==> config.mk <==
export PLATFORM = sky130hd
export DESIGN_NAME = fstat_unit
export DESIGN_NICKNAME = d
export VERILOG_FILES = /design/src/rtl/fstat_pkg.sv /design/src/rtl/fstat_fieldmask.sv /design/src/rtl/fstat_direct.sv /design/src/rtl/fstat_summary.sv /design/src/rtl/fstat_unit.sv
export SDC_FILE = /design/constraint.sdc
export NUM_CORES = 1
export LEC_CHECK = 0
export BUFFER_PORTS_ARGS = -buffer_cell sky130_fd_sc_hd__buf_4
export CORE_MARGIN = 4
export CORE_UTILIZATION = 30
export DETAILED_ROUTE_END_ITERATION = 6
export PLACE_DENSITY = 0.54
export SLEW_MARGIN = 30
export SYNTH_ARGS = -nofsm -noshare
export SYNTH_HDL_FRONTEND = slang
export SYNTH_SLANG_ARGS = --single-unit
==> constraint.sdc <==
create_clock -name clk -period 3.71 [get_ports clk]
set_clock_uncertainty 0.2 [all_clocks]
set_input_delay 0.371 -clock clk [delete_from_list [all_inputs] [get_ports clk]]
set_output_delay 0.371 -clock clk [all_outputs]
set_load 0.01 [all_outputs]
==> src/rtl/fstat_pkg.sv <==
package fstat_pkg;

    localparam int WORD_W    = 32;
    localparam int NIB_W     = 4;
    localparam int NFIELD    = WORD_W / NIB_W;
    localparam int DATA_W    = 64;
    localparam int BIT_IDX_W = $clog2(WORD_W);
    localparam int FLD_IDX_W = $clog2(NFIELD);

    // bit positions, bit 31 is the most significant
    localparam int B_ANY   = 31;   // any-change summary
    localparam int B_TRAP  = 30;   // enabled-exception summary
    localparam int B_INV   = 29;   // invalid summary
    localparam int SUM_LO  = 25;   // overflow..inexact summaries run 28..25
    localparam int EN_HI   = 7;    // enables run 7..3
    localparam int EN_LO   = 3;
    localparam int NUM_EN  = EN_HI - EN_LO + 1;
    localparam int CC_LO   = 12;   // compare code 15..12
    localparam int CR_REC_FIELD = 1;

    localparam logic [WORD_W-1:0] INV_CAUSE_M = 32'h01F8_0700;
    localparam logic [WORD_W-1:0] EXC_STAT_M  = 32'h3FF8_0700;
    localparam logic [WORD_W-1:0] COPY_CLR_M  = 32'h9FF8_0700;
    localparam logic [WORD_W-1:0] DERIVED_M   = 32'h6000_0000;

    typedef enum logic [2:0] {
        OPK_ARITH = 3'd0,
        OPK_SETB  = 3'd1,
        OPK_CLRB  = 3'd2,
        OPK_IMM   = 3'd3,
        OPK_MASK  = 3'd4,
        OPK_COPY  = 3'd5,
        OPK_CMP   = 3'd6,
        OPK_RSVD  = 3'd7
    } op_kind_e;

    typedef struct packed {
        logic [WORD_W-1:0]    stat;
        logic                 cr_we;
        logic [FLD_IDX_W-1:0] cr_fld;
        logic [NIB_W-1:0]     cr_nib;
        logic                 trap;
    } fstat_state_t;

endpackage

==> src/rtl/fstat_fieldmask.sv <==
module fstat_fieldmask #(
    parameter int NF = 8,
    parameter int NW = 4
) (
    input  logic [NF-1:0]    sel_i,
    output logic [NF*NW-1:0] bits_o
);
    for (genvar i = 0; i < NF; i++) begin : g_fld
        assign bits_o[i*NW +: NW] = {NW{sel_i[i]}};
    end
endmodule

==> src/rtl/fstat_direct.sv <==
module fstat_direct
    import fstat_pkg::*;
(
    input  logic [WORD_W-1:0]    old_i,
    input  logic [2:0]           kind_i,
    input  logic [BIT_IDX_W-1:0] bit_i,
    input  logic [FLD_IDX_W-1:0] nib_i,
    input  logic [NIB_W-1:0]     imm_i,
    input  logic [WORD_W-1:0]    nib_mask_i,
    input  logic [WORD_W-1:0]    fld_mask_i,
    input  logic [WORD_W-1:0]    data_i,
    input  logic [WORD_W-1:0]    exc_i,
    input  logic [NIB_W-1:0]     cc_i,
    output logic [WORD_W-1:0]    base_o,
    output logic [WORD_W-1:0]    cx_o,
    output logic [NIB_W-1:0]     copy_nib_o
);
    logic [BIT_IDX_W-1:0] pos;
    logic [WORD_W-1:0]    one_bit;

    always_comb begin
        pos        = BIT_IDX_W'(WORD_W - 1) - bit_i;
        one_bit    = WORD_W'(1) << pos;
        copy_nib_o = old_i[(NFIELD - 1 - int'(nib_i)) * NIB_W +: NIB_W];
        base_o     = old_i;
        cx_o       = '0;
        case (op_kind_e'(kind_i))
            OPK_ARITH: cx_o = exc_i;
            OPK_SETB:  cx_o = one_bit & ~DERIVED_M;
            OPK_CLRB:  base_o = old_i & ~(one_bit & ~DERIVED_M);
            OPK_IMM:   base_o = (old_i & ~nib_mask_i) | ({NFIELD{imm_i}} & nib_mask_i);
            OPK_MASK:  base_o = (old_i & ~fld_mask_i) | (data_i & fld_mask_i);
            OPK_COPY:  base_o = old_i & ~(nib_mask_i & COPY_CLR_M);
            OPK_CMP: begin
                base_o[CC_LO +: NIB_W] = cc_i;
                cx_o                   = exc_i;
            end
            default: begin
                base_o = old_i;
                cx_o   = '0;
            end
        endcase
    end
endmodule

==> src/rtl/fstat_summary.sv <==
module fstat_summary
    import fstat_pkg::*;
(
    input  logic [WORD_W-1:0] base_i,
    input  logic [WORD_W-1:0] cx_i,
    output logic [WORD_W-1:0] final_o
);
    logic [WORD_W-1:0] work;
    logic [NUM_EN-1:0] en_vec;
    logic [NUM_EN-1:0] sum_vec;

    always_comb begin
        work          = (base_i & ~DERIVED_M) | cx_i;
        work[B_INV]   = |(work & INV_CAUSE_M);
        en_vec        = work[EN_HI:EN_LO];
        sum_vec       = work[SUM_LO + NUM_EN - 1:SUM_LO];
        work[B_TRAP]  = |(en_vec & sum_vec);
        if (|((work ^ base_i) & EXC_STAT_M)) begin
            work[B_ANY] = 1'b1;
        end
        final_o = work;
    end
endmodule

==> src/rtl/fstat_unit.sv <==
module fstat_unit
    import fstat_pkg::*;
(
    input  logic                 clk,
    input  logic                 rst_n,
    input  logic                 op_valid,
    input  logic [2:0]           op_kind,
    input  logic [4:0]           op_bit,
    input  logic [2:0]           op_nib,
    input  logic [3:0]           op_imm,
    input  logic [7:0]           op_fmask,
    input  logic [63:0]          op_data,
    input  logic                 op_rec,
    input  logic [2:0]           op_crf,
    input  logic [31:0]          exc_flags,
    input  logic [3:0]           cmp_cc,
    output logic [31:0]          status,
    output logic                 cr_we,
    output logic [2:0]           cr_field,
    output logic [3:0]           cr_data,
    output logic                 trap_req
);
    fstat_state_t state_d, state_q;

    logic [NFIELD-1:0] nib_onehot;
    logic [WORD_W-1:0] nib_mask;
    logic [WORD_W-1:0] fld_mask;
    logic [WORD_W-1:0] base_w;
    logic [WORD_W-1:0] cx_w;
    logic [WORD_W-1:0] final_w;
    logic [NIB_W-1:0]  copy_nib;
    logic              unused_hi;

    assign unused_hi  = ^op_data[DATA_W-1:WORD_W];
    assign nib_onehot = NFIELD'(1) << (FLD_IDX_W'(NFIELD - 1) - op_nib);

    fstat_fieldmask #(.NF(NFIELD), .NW(NIB_W)) u_nibmask (
        .sel_i  (nib_onehot),
        .bits_o (nib_mask)
    );

    fstat_fieldmask #(.NF(NFIELD), .NW(NIB_W)) u_fldmask (
        .sel_i  (op_fmask),
        .bits_o (fld_mask)
    );

    fstat_direct u_direct (
        .old_i      (state_q.stat),
        .kind_i     (op_kind),
        .bit_i      (op_bit),
        .nib_i      (op_nib),
        .imm_i      (op_imm),
        .nib_mask_i (nib_mask),
        .fld_mask_i (fld_mask),
        .data_i     (op_data[WORD_W-1:0]),
        .exc_i      (exc_flags),
        .cc_i       (cmp_cc),
        .base_o     (base_w),
        .cx_o       (cx_w),
        .copy_nib_o (copy_nib)
    );

    fstat_summary u_summary (
        .base_i  (base_w),
        .cx_i    (cx_w),
        .final_o (final_w)
    );

    always_comb begin
        state_d       = state_q;
        state_d.cr_we = 1'b0;
        state_d.trap  = 1'b0;
        if (op_valid) begin
            state_d.stat = final_w;
            state_d.trap = final_w[B_TRAP];
            case (op_kind_e'(op_kind))
                OPK_CMP: begin
                    state_d.cr_we  = 1'b1;
                    state_d.cr_fld = op_crf;
                    state_d.cr_nib = final_w[CC_LO +: NIB_W];
                end
                OPK_COPY: begin
                    state_d.cr_we  = 1'b1;
                    state_d.cr_fld = op_crf;
                    state_d.cr_nib = copy_nib;
                end
                OPK_RSVD: begin
                    state_d.cr_we  = 1'b0;
                end
                default: begin
                    if (op_rec) begin
                        state_d.cr_we  = 1'b1;
                        state_d.cr_fld = FLD_IDX_W'(CR_REC_FIELD);
                        state_d.cr_nib = final_w[WORD_W-1 -: NIB_W];
                    end
                end
            endcase
        end
    end

    always_ff @(posedge clk) begin
        if (!rst_n) begin
            state_q <= '0;
        end else begin
            state_q <= state_d;
        end
    end

    assign status   = state_q.stat;
    assign cr_we    = state_q.cr_we;
    assign cr_field = state_q.cr_fld;
    assign cr_data  = state_q.cr_nib;
    assign trap_req = state_q.trap;

endmodule

== After elaboration in Yosys (flattened, before gate mapping) ==
Cells that the tools add are included.

* Register bits after elaboration: 41
* Input port bits: 130
* Output and inout port bits: 41
* Word-level logic and storage cells: 51

* Add/subtract/negate cells: 3
* Equal/unequal tests: 7
* Shift operators: 3
* Mux-type cells: 8
* Bitwise gates (word level): 16
* Reduce and logical (&&, ||, !) cells: 9

{| class="wikitable"
|+ Operators with widths
! cell !! count
|-
| 32-bit bitwise AND || 6
|-
| 32-bit inverter || 4
|-
| 32-bit OR || 3
|-
| 16-bit one-hot mux with 4 select lines || 1
|-
| 32-bit one-hot mux with 2 select lines || 1
|-
| 12-bit one-hot mux with 4 select lines || 1
|-
| 32-bit by 32-bit indexed part select with 4-bit output || 1
|-
| 1-bit by 5-bit << shifter with 32-bit output (first input constant) || 1
|-
| 30-bit bitwise XOR || 1
|-
| 7-bit one-hot mux with 3 select lines || 1
|-
| 4-bit one-hot mux with 5 select lines || 1
|-
| 14-bit OR reduction || 1
|-
| 3-bit == test (second input constant) || 4
|-
| 9-bit OR reduction || 1
|-
| 8-bit two-way mux || 1
|-
| 1-bit by 3-bit << shifter with 8-bit output (first input constant) || 1
|-
| 3-bit by 2-bit == test with 1-bit output (second input constant) || 2
|-
| 5-bit bitwise AND || 1
|-
| 5-bit OR reduction || 1
|-
| 5-bit subtractor (first input constant) || 1
|-
| 2-bit OR reduction || 2
|-
| 3-bit by 3-bit subtractor with 4-bit output (first input constant) || 1
|-
| 3-bit by 1-bit == test with 1-bit output (second input constant) || 1
|-
| 3-bit logical NOT || 1
|-
| other kinds (7) || 7
|}

== Logic depth before layout (Yosys ltp) ==
Gate-level depths: netlist (run 1).

* Depth after elaboration: 13
* Depth in mapped cells: 12
* Mapped depth without buffers: 9

== Modules after synthesis ==
From an unflattened synthesis (run 1), not the netlist that was laid out.

* Cell total of the unflattened synthesis: 631
* Area, all modules: 4797.1 µm²

{| class="wikitable"
|+ By module, submodules not included
! module !! times used !! cells an instance !! area an instance (µm²) !! sequential area each (µm²)
|-
| fstat_direct || 1 || 349 || 2306.0 || 0.0
|-
| fstat_unit || 1 || 157 || 1609.0 || 820.8
|-
| fstat_fieldmask || 2 || 32 || 240.2 || 0.0
|-
| fstat_summary || 1 || 61 || 401.6 || 0.0
|}

== Least setup slack after synthesis (run 1) ==
No wires, ideal clock.

* Path kind: input to register
* From: in op_nib[0]
* To: reg state_q (netlist bit cr_data[2])
* Library setup time: 119 ps
* Arrival: 2607 ps
* Required time: 3391 ps
* Slack: 784 ps
* Stages: 9
* Path buffers: 1
* Cell sequence: buf_2 -> or3b_1 -> a22o_1 -> a211oi_2 -> nand4_1 -> or4_4 -> a221oi_2 -> nor2_1 -> o221a_1

* Word-level cells in the longest chain between the ends: 12
* Elaborated cells on any way between the ends: 19
* Classes of those cells: add/sub (2); shift (2); mux (5); bitwise (8); reduce/logical (2)

{| class="wikitable"
|+ RTL lines
! item !! RTL line !! source
|-
| start, declared || fstat_unit.sv:9 || <nowiki>input logic [2:0] op_nib,</nowiki>
|-
| 3-bit subtractor || fstat_unit.sv:35 || <nowiki>assign nib_onehot = NFIELD'(1) << (FLD_IDX_W'(NFIELD - 1) - op_nib);</nowiki>
|-
| 1-bit by 3-bit << shifter with 8-bit output || fstat_unit.sv:35 ||
|-
| 32-bit inverter || fstat_direct.sv:31 || <nowiki>OPK_IMM: base_o = (old_i & ~nib_mask_i) | ({NFIELD{imm_i}} & nib_mask_i);</nowiki>
|-
| 32-bit bitwise AND || fstat_direct.sv:31 ||
|-
| 32-bit OR || fstat_direct.sv:31 ||
|-
| 12-bit one-hot mux with 4 select lines / 16-bit one-hot mux with 4 select lines (equally long branches) || fstat_direct.sv:27 || <nowiki>case (op_kind_e'(kind_i))</nowiki>
|-
| 32-bit OR || fstat_summary.sv:13 || <nowiki>work = (base_i & ~DERIVED_M) | cx_i;</nowiki>
|-
| 9-bit OR reduction || fstat_summary.sv:14 || <nowiki>work[B_INV] = |(work & INV_CAUSE_M);</nowiki>
|-
| 5-bit bitwise AND || fstat_summary.sv:17 || <nowiki>work[B_TRAP] = |(en_vec & sum_vec);</nowiki>
|-
| 5-bit OR reduction || fstat_summary.sv:17 ||
|-
| 8-bit two-way mux || fstat_unit.sv:91 || <nowiki>if (op_rec) begin</nowiki>
|-
| 7-bit one-hot mux with 3 select lines * || fstat_unit.sv:76 || <nowiki>case (op_kind_e'(op_kind))</nowiki>
|-
| end signal, assigned || fstat_unit.sv:105 || <nowiki>state_q <= state_d;</nowiki>
|-
| end, declared || fstat_unit.sv:23 || <nowiki>fstat_state_t state_d, state_q;</nowiki>
|}

Every way passes the cells marked *; elsewhere a longest branch is shown, timed or not. The select of a mux whose other input is x is not followed.
A chain may end at the register's enable or synchronous reset.

== Final worst setup path (run 1) ==
* From: in op_bit[0]
* To: reg state_q (netlist bit cr_data[2])

* Word-level cells in the longest chain between the ends: 11
* Elaborated cells on any way between the ends: 14
* Classes of those cells: add/sub (1); shift (1); mux (6); bitwise (4); reduce/logical (2)

{| class="wikitable"
|+ RTL lines
! item !! RTL line !! source
|-
| start, declared || fstat_unit.sv:8 || <nowiki>input logic [4:0] op_bit,</nowiki>
|-
| 5-bit subtractor * || fstat_direct.sv:22 || <nowiki>pos = BIT_IDX_W'(WORD_W - 1) - bit_i;</nowiki>
|-
| 1-bit by 5-bit << shifter with 32-bit output * || fstat_direct.sv:23 || <nowiki>one_bit = WORD_W'(1) << pos;</nowiki>
|-
| 32-bit inverter || fstat_direct.sv:30 || <nowiki>OPK_CLRB: base_o = old_i & ~(one_bit & ~DERIVED_M);</nowiki>
|-
| 32-bit bitwise AND || fstat_direct.sv:30 ||
|-
| 12-bit one-hot mux with 4 select lines / 16-bit one-hot mux with 4 select lines (equally long branches) || fstat_direct.sv:27 ||
|-
| 32-bit OR * || fstat_summary.sv:13 ||
|-
| 9-bit OR reduction || fstat_summary.sv:14 ||
|-
| 5-bit bitwise AND || fstat_summary.sv:17 ||
|-
| 5-bit OR reduction || fstat_summary.sv:17 ||
|-
| 8-bit two-way mux || fstat_unit.sv:91 ||
|-
| 7-bit one-hot mux with 3 select lines * || fstat_unit.sv:76 ||
|}

Marks and branches as above.

==> results_dict.tcl, run 1 <==
set metrics [dict create \
    first_global_vias 4961 \
    layout-drive-gt1-share_pct 29.56 \
    nets 792 \
    setup_viol 0 \
    wirelength_mm 20.70 \
    fp.dieH_um 121.4 \
    antenna_found_initial 0 \
    netlist_top_cells_count "60 x nor2_1, 53 x nand2_1, 50 x o21ai_0" \
    endpoint "cr_data[2]$_SDFFE_PN0P_" \
    min_period_ps 3182 \
    ir_drop_mv 0.1740 \
    r2r_end "cr_data[2]$_SDFFE_PN0P_" \
    finalHoldViolations 0 \
    final_util_pct 42.32 \
    grt_use_met3_pct 5.734 \
    cts.clk_slew.worst_paths_ps 60 \
    crit_start "op_bit[0]" \
    finalSetupTns_ps 0 \
    postCtsSetupBuffers 0 \
    endpoint_kind "flip-flop" \
    synth_top_cell_area_share_pct 21.28 \
    worst_slew_pin_slew_ps 724.4 \
    dr.pass1.iters 7 \
    portBuffers 135 \
    finalCritPeriodShare_pct 85.77 \
    start_util_pct 30.56 \
    synthAdderAreaFrac_pct 0 \
    synth_edf_count 0 \
    grt_first_pass_wirelength_mm 30.75 \
    syn-cell-area_sq_mm 0.003856 \
    violations "DRC" \
    grtUsageMet1_pct 38.24 \
    clockRootBuffer "clkbuf_16" \
    h-tree-depth 2 \
    clk_latency_ps 300 \
    cts_tree "done" \
    cts_inserted_buffers 5 \
    antenna_cells 0 \
    synthDistinctLibCells 73 \
    area_growth_pct 38.48 \
    synth-seq-area-share_pct 21.28 \
    holdWs_ps 144.0 \
    synthTopCellsByArea "dfxtp_1 21%, o21ai_0 6.5%, nor2_1 5.8%, nand2_1 5.2%, mux4_2 4.7%" \
    busiest_layer "met2" \
    regToRegStartpoint "status[8]$_SDFFE_PN0P_" \
    critPathMaxFanout 8 \
    maxSlewViolCount 0 \
    synthFlopType "dfxtp_1" \
    fp-row-count 41 \
    syn_inst 530 \
    max_freq_mhz 314.3 \
    synth-simple-area-share_pct 27.26 \
    io_pins 171 \
    hpwl_mm 15.99 \
    p_leak_nw 2.158 \
    slew_headroom_pct 50.46 \
    clock_sinks 41 \
    power_mw 1.665 \
    ys_seq_elements 41 \
    rrSetupSlack_ps 950 \
    clock_path_buffers 2 \
    drtIter0Drc 553 \
    async_flop_share_pct 0 \
    yosysTopAreaCell "dfxtp_1" \
    drv_cap 0 \
    critPathRequiredTime_ps 3690 \
    die-width_um 121.4 \
    start_kind "input port" \
    rsz0062_at_grt "no" \
    place_congestion 0.9821 \
    postCtsHoldBufs 0 \
    ff2ff_path_depth 8 \
    power_density_mw_per_mm2 311.8 \
    yosysMostFrequentCell "nor2_1" \
    hold_path_class "input port to flip-flop" \
    status "finished with violations" \
    fp.coreArea_sq_mm 0.01262 \
    yosysWarnings 0 \
    synthXorXnorAreaFrac_pct 0.4543 \
    met2_usage_pct 42.31 \
    syn_avg_cell_area_sq_um 7.276 \
    syn_nets 660 \
    antenna_left 0 \
    grt_max_degree 52 \
    vias_per_cell 6.133 \
    drc 1 \
    crit_type "input port to flip-flop" \
    num_vias 5121 \
    synth_mux_area_share_pct 9.117 \
    cts_resized 0 \
    arrival_ps 3170 \
    dieArea_sq_mm 0.01473 \
    min-delay-start "op_crf[2]" \
    grt_usage_pct 27.75 \
    gr-total-overflow 0 \
    synth_top_family_by_area "compound AO/OA/AOI/OAI gates" \
    synth_compound_area_share_pct 36.37 \
    wl_per_cell_um 24.79 \
]
## metrics by stage
stage	instances	setup WS, ps	instance area [sq um]
finish	835	527.9	5340
global route	835	439.5	5340
global placement	827	237.6	5145
floorplan	530	784.3	3856
detailed placement	827	227.6	5145
CTS	835	506.9	5339
## area by class of cell
class,count,area [sq um]
clock buffers,5,125.1
clock inverters,3,68.82
fillers,1368,7279
inverters,8,30.03
multi-input cells,439,2826
flip-flops and latches,41,820.8
well taps,172,215.2
repair buffers,167,1254
## worst max-delay path, stage by stage
cell and delay, ps:
buf_4 150, nand2_1 300, o311ai_0 450, o211ai_1 190, nor2_1 150, nand4_1 230, or4_4 650, a221oi_2 350
nor2_1 90, o221a_1 230
## worst min-delay path by stage
stage,to,cells after the start
4_1_cts,cr_field[2]$_SDFFE_PN0P_,3
5_1_grt,cr_field[2]$_SDFFE_PN0P_,3
6_report,cr_field[2]$_SDFFE_PN0P_,3
3_5_place_dp,cr_field[2]$_SDFFE_PN0P_,2
3_3_place_gp,cr_field[2]$_SDFFE_PN0P_,2
2_1_floorplan,status[17]$_SDFFE_PN0P_,2
## cells in the final DEF (no fill, tap or decap), types with 4 or more instances in the layout
cell       netlist  layout
nand2b_1        15      15
nand3_1         17      17
and3_1           4       4
nor2_1          60      59
buf_4            3     167
o21ai_0         50      50
o211ai_1        13      13
nand3b_1         6       6
nor3b_1          4       4
a21oi_1         31      31
nor3_1           9       9
or2_2            4       4
mux4_2           8       8
nand2_1         53      53
a22oi_1         13      13
a32oi_1         14      14
dfxtp_1         41      41
and2_1           5       5
a31oi_1         12      12
o311ai_0         5       5
a211oi_1        13      13
nand4_1          8       8
inv_1            6       6
mux2i_1         16      16
clkbuf_16        0       5
o22ai_1         10      10
## per-layer routing
layer | routed length [um] | up-vias
li1 | - | 2324
met1 | 8925 | 2434
met2 | 9172 | 312
met3 | 1865 | 51
met4 | 737 | 0
met5 | 0 | -
## report_power, final
part	switching, mW	total (mW)	internal (mW)
sequential	0.0456	0.516	0.471
combinational	0.307	0.549	0.242
clock	0.211	0.600	0.389
total	0.564	1.67	1.10
## flip-flops by register name (all words and copies together) (netlist names)
register / cells
cr_we: 1
trap_req: 1
status: 32
cr_data: 4
cr_field: 3
## cells by family after synthesis
group	count (synthesis)
simple gates	208
compound gates	204
buf+inv	50
flops	41
mux	25
xor+xnor	2
(Power assumes the default switching activity.)
==> inputs of run 2 (changes only) <==
- CORE_UTILIZATION: 30 -> 41
- PLACE_DENSITY: 0.54 -> 0.7
==> run 2 against run 1 <==
The run now ends clean. Die area fell by 25%. Clock power fell by 22%. Largest power group is now combinational cells. Combinational power barely moved. Register-to-register slack got worse by 20 ps. Sequential cell count did not move. Via count rose by 3.8%. Utilization rose by 14 points.
==> results_dict.tcl, run 2 (synthesis gave the netlist of run 1 again) <==
set metrics [dict create \
    dr.pass1.iters 6 \
    placed_cells 767 \
    io_pins 171 \
    layout-drive-gt1-share_pct 29.67 \
    p_int_mw 0.9857 \
    clock_sinks 41 \
    clkPwrFrac_pct 30.5 \
    finalHoldViolations 0 \
    maxSlewViolCount 0 \
    portBuffers 135 \
    drtIter0Drc 613 \
    max_stage_delay_ps 640 \
    endpoint_kind "flip-flop" \
    fp.coreArea_sq_mm 0.009196 \
    combPwrFrac_pct 35.8 \
    gr-total-overflow 0 \
    crit_type "input port to flip-flop" \
    grt_max_degree 53 \
    worst_slew_pin_slew_ps 841.9 \
    final_util_pct 56.69 \
    p_sw_mw 0.5451 \
    die-width_um 105.0 \
    antenna_cells 0 \
    area_growth_pct 35.20 \
    postCtsSetupBuffers 0 \
    antenna_left 0 \
    postCtsHoldBufs 0 \
    cp_slowest_cell "or4_4" \
    drc 0 \
    clk_latency_ps 320 \
    min_period_ps 3251 \
    finalCritPeriodShare_pct 87.62 \
    wirelength_mm 19.56 \
    critPathMaxFanout 32 \
    path_buf_inv 1 \
    dieArea_sq_mm 0.01102 \
    dpl_cell_area_sq_mm 0.005076 \
    fin_cells 775 \
    cts.clk_slew.worst_paths_ps 90 \
    critPathRequiredTime_ps 3720 \
    drv_cap 0 \
    setup_viol 0 \
    num_vias 5314 \
    cts_resized 0 \
    crit_chain "buf_4 > xor2_1 > nor2_2 > o2bb2ai_1 > nor4bb_1 > nand4_1 > or4_4 > a221oi_2 > nor2_1 > o221a_1" \
    h-tree-depth 2 \
    hold_path_class "input port to flip-flop" \
    p_leak_nw 2.135 \
    largest_register_ff_count 32 \
    place_congestion 0.9998 \
    nets 793 \
    stdcell_area_sq_mm 0.005214 \
    start_kind "input port" \
    slew_headroom_pct 43.81 \
    cts_inserted_buffers 5 \
    cts_tree "done" \
    grt_first_pass_wirelength_mm 29.65 \
    finalSetupTns_ps 0 \
    max_freq_mhz 307.6 \
    final_common_cell "buf_4" \
    p_sw_share_pct 35.61 \
    start_util_pct 41.93 \
    antenna_found_initial 0 \
    hpwl_mm 14.86 \
    vias_per_cell 6.857 \
    clockRootBuffer "clkbuf_8" \
    wl_per_cell_um 25.24 \
    clock_path_buffers 2 \
    rsz0062_at_grt "no" \
    arrival_ps 3260 \
    first_global_vias 5130 \
    fp-row-count 35 \
    ir_drop_mv 0.1643 \
    power_density_mw_per_mm2 293.6 \
    status "completed" \
    pwr-share-seq_pct 33.7 \
    crit_family "simple AND/OR/NAND/NOR gates" \
    power_mw 1.531 \
    final_cell_mix "168 x buf_4, 59 x nor2_1, 53 x nand2_1, 50 x o21ai_0, 41 x dfxtp_1" \
    fp.dieH_um 105.0 \
    grt_usage_pct 34.45 \
]
run 2: worst paths after layout:
check,startpoint,end,slack [ps],depth (start not counted)
max,op_kind[2],cr_data[2]$_SDFFE_PN0P_,460,10
min,op_crf[2],cr_field[2]$_SDFFE_PN0P_,120,3
max reg2reg,status[21]$_SDFFE_PN0P_,cr_data[2]$_SDFFE_PN0P_,930,7
min reg2reg,cr_field[2]$_SDFFE_PN0P_,cr_field[2]$_SDFFE_PN0P_,310,2
run 2: power groups by stage:
stage	combinational, mW	clock [mW]	sequential, mW
after floorplan	0.265	0	0.520
final	0.548	0.467	0.516
after global routing	0.582	0.476	0.520
after CTS	0.533	0.460	0.514
after detailed placement	0.530	0	0.524
after global placement	0.529	0	0.523
run 2: worst min-delay path, stage by stage:
cell and delay [ps]:
buf_4 80, a32oi_1 80, nor2_1 80
run 2: layer usage:
layer / up-vias / track usage, % / wire length, um
met3: 92 / 7.165 / 2613
met1: 2443 / 46.78 / 7383
li1: 2318 / - / -
met4: 0 / 14.15 / 927
met5: - / 0 / 0
met2: 461 / 53.02 / 8637
run 2: area by class of cell:
type / count / area (sq um)
fillers: 898 / 3983
multi-input cells: 439 / 2825
repair buffers: 168 / 1261
flip-flops and latches: 41 / 820.8
well taps: 111 / 138.9
clock buffers: 5 / 68.82
clock inverters: 3 / 68.82
inverters: 8 / 30.03
run 2: through the flow:
step,setup WS [ps],hold WS (ps)
after floorplan,784.3,311.7
after global placement,279.2,277.9
after CTS,555.0,133.4
after detailed placement,247.4,290.9
final,459.3,120.3
after global routing,270.9,143.7
==> inputs of run 3 (changes only) <==
- CORE_UTILIZATION: 41 -> 40
- MAX_ROUTING_LAYER: not set -> met4
- PLACE_DENSITY: 0.7 -> 0.68
==> run 3 against run 2 <==
Die area grew 2.3%. Non-clock buffer count grew 7. Maximum frequency is 5.4% higher. Sequential cell count is the same. Power rose by 1.3%. Count of clock-buffer cells in the layout is the same. Clock power grew 2%. Sequential share of layout area decreased by 0.26 points. Sequential power barely moved. First-iteration DRC count increased by 1.8%. Final cell count is 3.2% higher.
==> results_dict.tcl, run 3 (synthesis gave the netlist of run 1 again) <==
set metrics [dict create \
    gr-total-overflow 0 \
    endpoint_kind "flip-flop" \
    clock_sinks 41 \
    clockRootBuffer "clkbuf_8" \
    max_freq_mhz 324.2 \
    status "completed" \
    antenna_cells 0 \
    hold_path_class "input port to flip-flop" \
    final_cell_mix "174 x buf_4, 59 x nor2_1, 53 x nand2_1, 50 x o21ai_0, 41 x dfxtp_1" \
    finalSetupTns_ps 0 \
    drc 0 \
    fp.dieH_um 106.2 \
    dr.pass1.iters 6 \
    start_util_pct 41.34 \
    place_congestion 1.061 \
    dieArea_sq_mm 0.01128 \
    portBuffers 135 \
    grtUsageMet1_pct 46.51 \
    drv_cap 0 \
    met2_usage_pct 51.40 \
    endpoint "cr_data[3]$_SDFFE_PN0P_" \
    regToRegStartpoint "status[21]$_SDFFE_PN0P_" \
    die-width_um 106.2 \
    grt_max_degree 53 \
    maxSlewViolCount 0 \
    slew_headroom_pct 49.60 \
    first_global_vias 4978 \
    p_leak_nw 2.174 \
    ir_drop_mv 0.1851 \
    postCtsHoldBufs 0 \
    hpwl_mm 15.16 \
    grt_use_met3_pct 7.711 \
    crit_type "input port to flip-flop" \
    power_mw 1.551 \
    power_density_mw_per_mm2 292.6 \
    start_kind "input port" \
    final_common_cell "buf_4" \
    stdcell_area_sq_mm 0.005301 \
    critPathMaxFanout 14 \
    ff2ff_path_depth 7 \
    fp.coreArea_sq_mm 0.009328 \
    busiest_layer "met2" \
    postCtsSetupBuffers 0 \
    multi_input_area_sq_mm 0.002825 \
    fp-row-count 35 \
    arrival_ps 3070 \
    setup_viol 0 \
    clk_latency_ps 320 \
    clock_path_buffers 2 \
    register_area_sq_um 820.8 \
    grt_usage_pct 34.35 \
    finalCritPeriodShare_pct 83.15 \
    dpl_cell_area_sq_mm 0.005164 \
    cts_inserted_buffers 5 \
    cts_resized 0 \
    cts.clk_slew.worst_paths_ps 90 \
    antenna_found_initial 0 \
    min_period_ps 3085 \
    n_fill_cell 938 \
    placed_cells 792 \
    cts_tree "done" \
    largest_register_ff_count 32 \
    area_growth_pct 37.48 \
    rrSetupSlack_ps 990 \
    vias_per_cell 6.621 \
    worst_slew_pin_slew_ps 736.9 \
    critPathRequiredTime_ps 3700 \
    antenna_left 0 \
    io_pins 171 \
    layout-drive-gt1-share_pct 30.40 \
    crit_start "op_kind[0]" \
    nets 800 \
    rsz0062_at_grt "no" \
    drtIter0Drc 624 \
    finalHoldViolations 0 \
    fin_cells 800 \
    num_vias 5297 \
    wl_per_cell_um 24.40 \
    h-tree-depth 2 \
    wirelength_mm 19.52 \
    grt_first_pass_wirelength_mm 29.19 \
    r2r_end "cr_data[2]$_SDFFE_PN0P_" \
]
## run 3: cell count changes in the layout (fill, tap and decap cells not counted), sizes merged
cell  delta
buf      +7
## run 3: power by group
group | internal, mW | total, mW | switching, mW
Sequential | 0.471 | 0.518 | 0.0470
Clock | 0.272 | 0.477 | 0.205
Combinational | 0.253 | 0.557 | 0.304
## run 3: metrics by stage
stage                     hold WS, ps  setup slack (ps)  util [%]
after detailed placement        281.2             408.2     55.36
after global routing            154.2             450.5     56.83
after global placement          277.7             402.8     55.36
final                           132.8             625.2     56.83
after CTS                       134.4             726.8     56.83
after floorplan                 311.7             784.3         -
## run 3: worst min path at each step
stage	depth (start not counted)	slack [ps]	endpoint	from
detailed placement	2	280	cr_field[2]$_SDFFE_PN0P_	cr_field[2]$_SDFFE_PN0P_
floorplan	2	310	status[17]$_SDFFE_PN0P_	status[17]$_SDFFE_PN0P_
finish	3	130	cr_field[1]$_SDFFE_PN0P_	op_crf[1]
CTS	3	130	cr_field[2]$_SDFFE_PN0P_	op_crf[2]
global route	3	150	cr_field[0]$_SDFFE_PN0P_	op_crf[0]
global placement	2	280	cr_field[2]$_SDFFE_PN0P_	cr_field[2]$_SDFFE_PN0P_
## run 3: final cells by class
type / count / area share [%]
clock buffer: 5 / 1.298
clock inverter: 3 / 1.298
inverter: 8 / 0.5664
multi-input combinational: 439 / 53.29
sequential: 41 / 15.48
tap: 129 / 3.045
timing repair buffer: 175 / 25.02
## run 3: metal layers
layer | up-vias | routed length (um)
li1 | 2337 | -
met1 | 2523 | 8012
met2 | 388 | 8677
met3 | 49 | 2287
met4 | 0 | 544
met5 | - | 0
## run 3: critical path: stages
cell       delay, ps
buf_4            190
nor4b_1          170
buf_4            170
and2_0           250
a22oi_1          450
nor2_1           180
a2111oi_0        380
buf_4            200
nand4_1           60
or3_1            350
nor2_1           180
o21ai_0          110
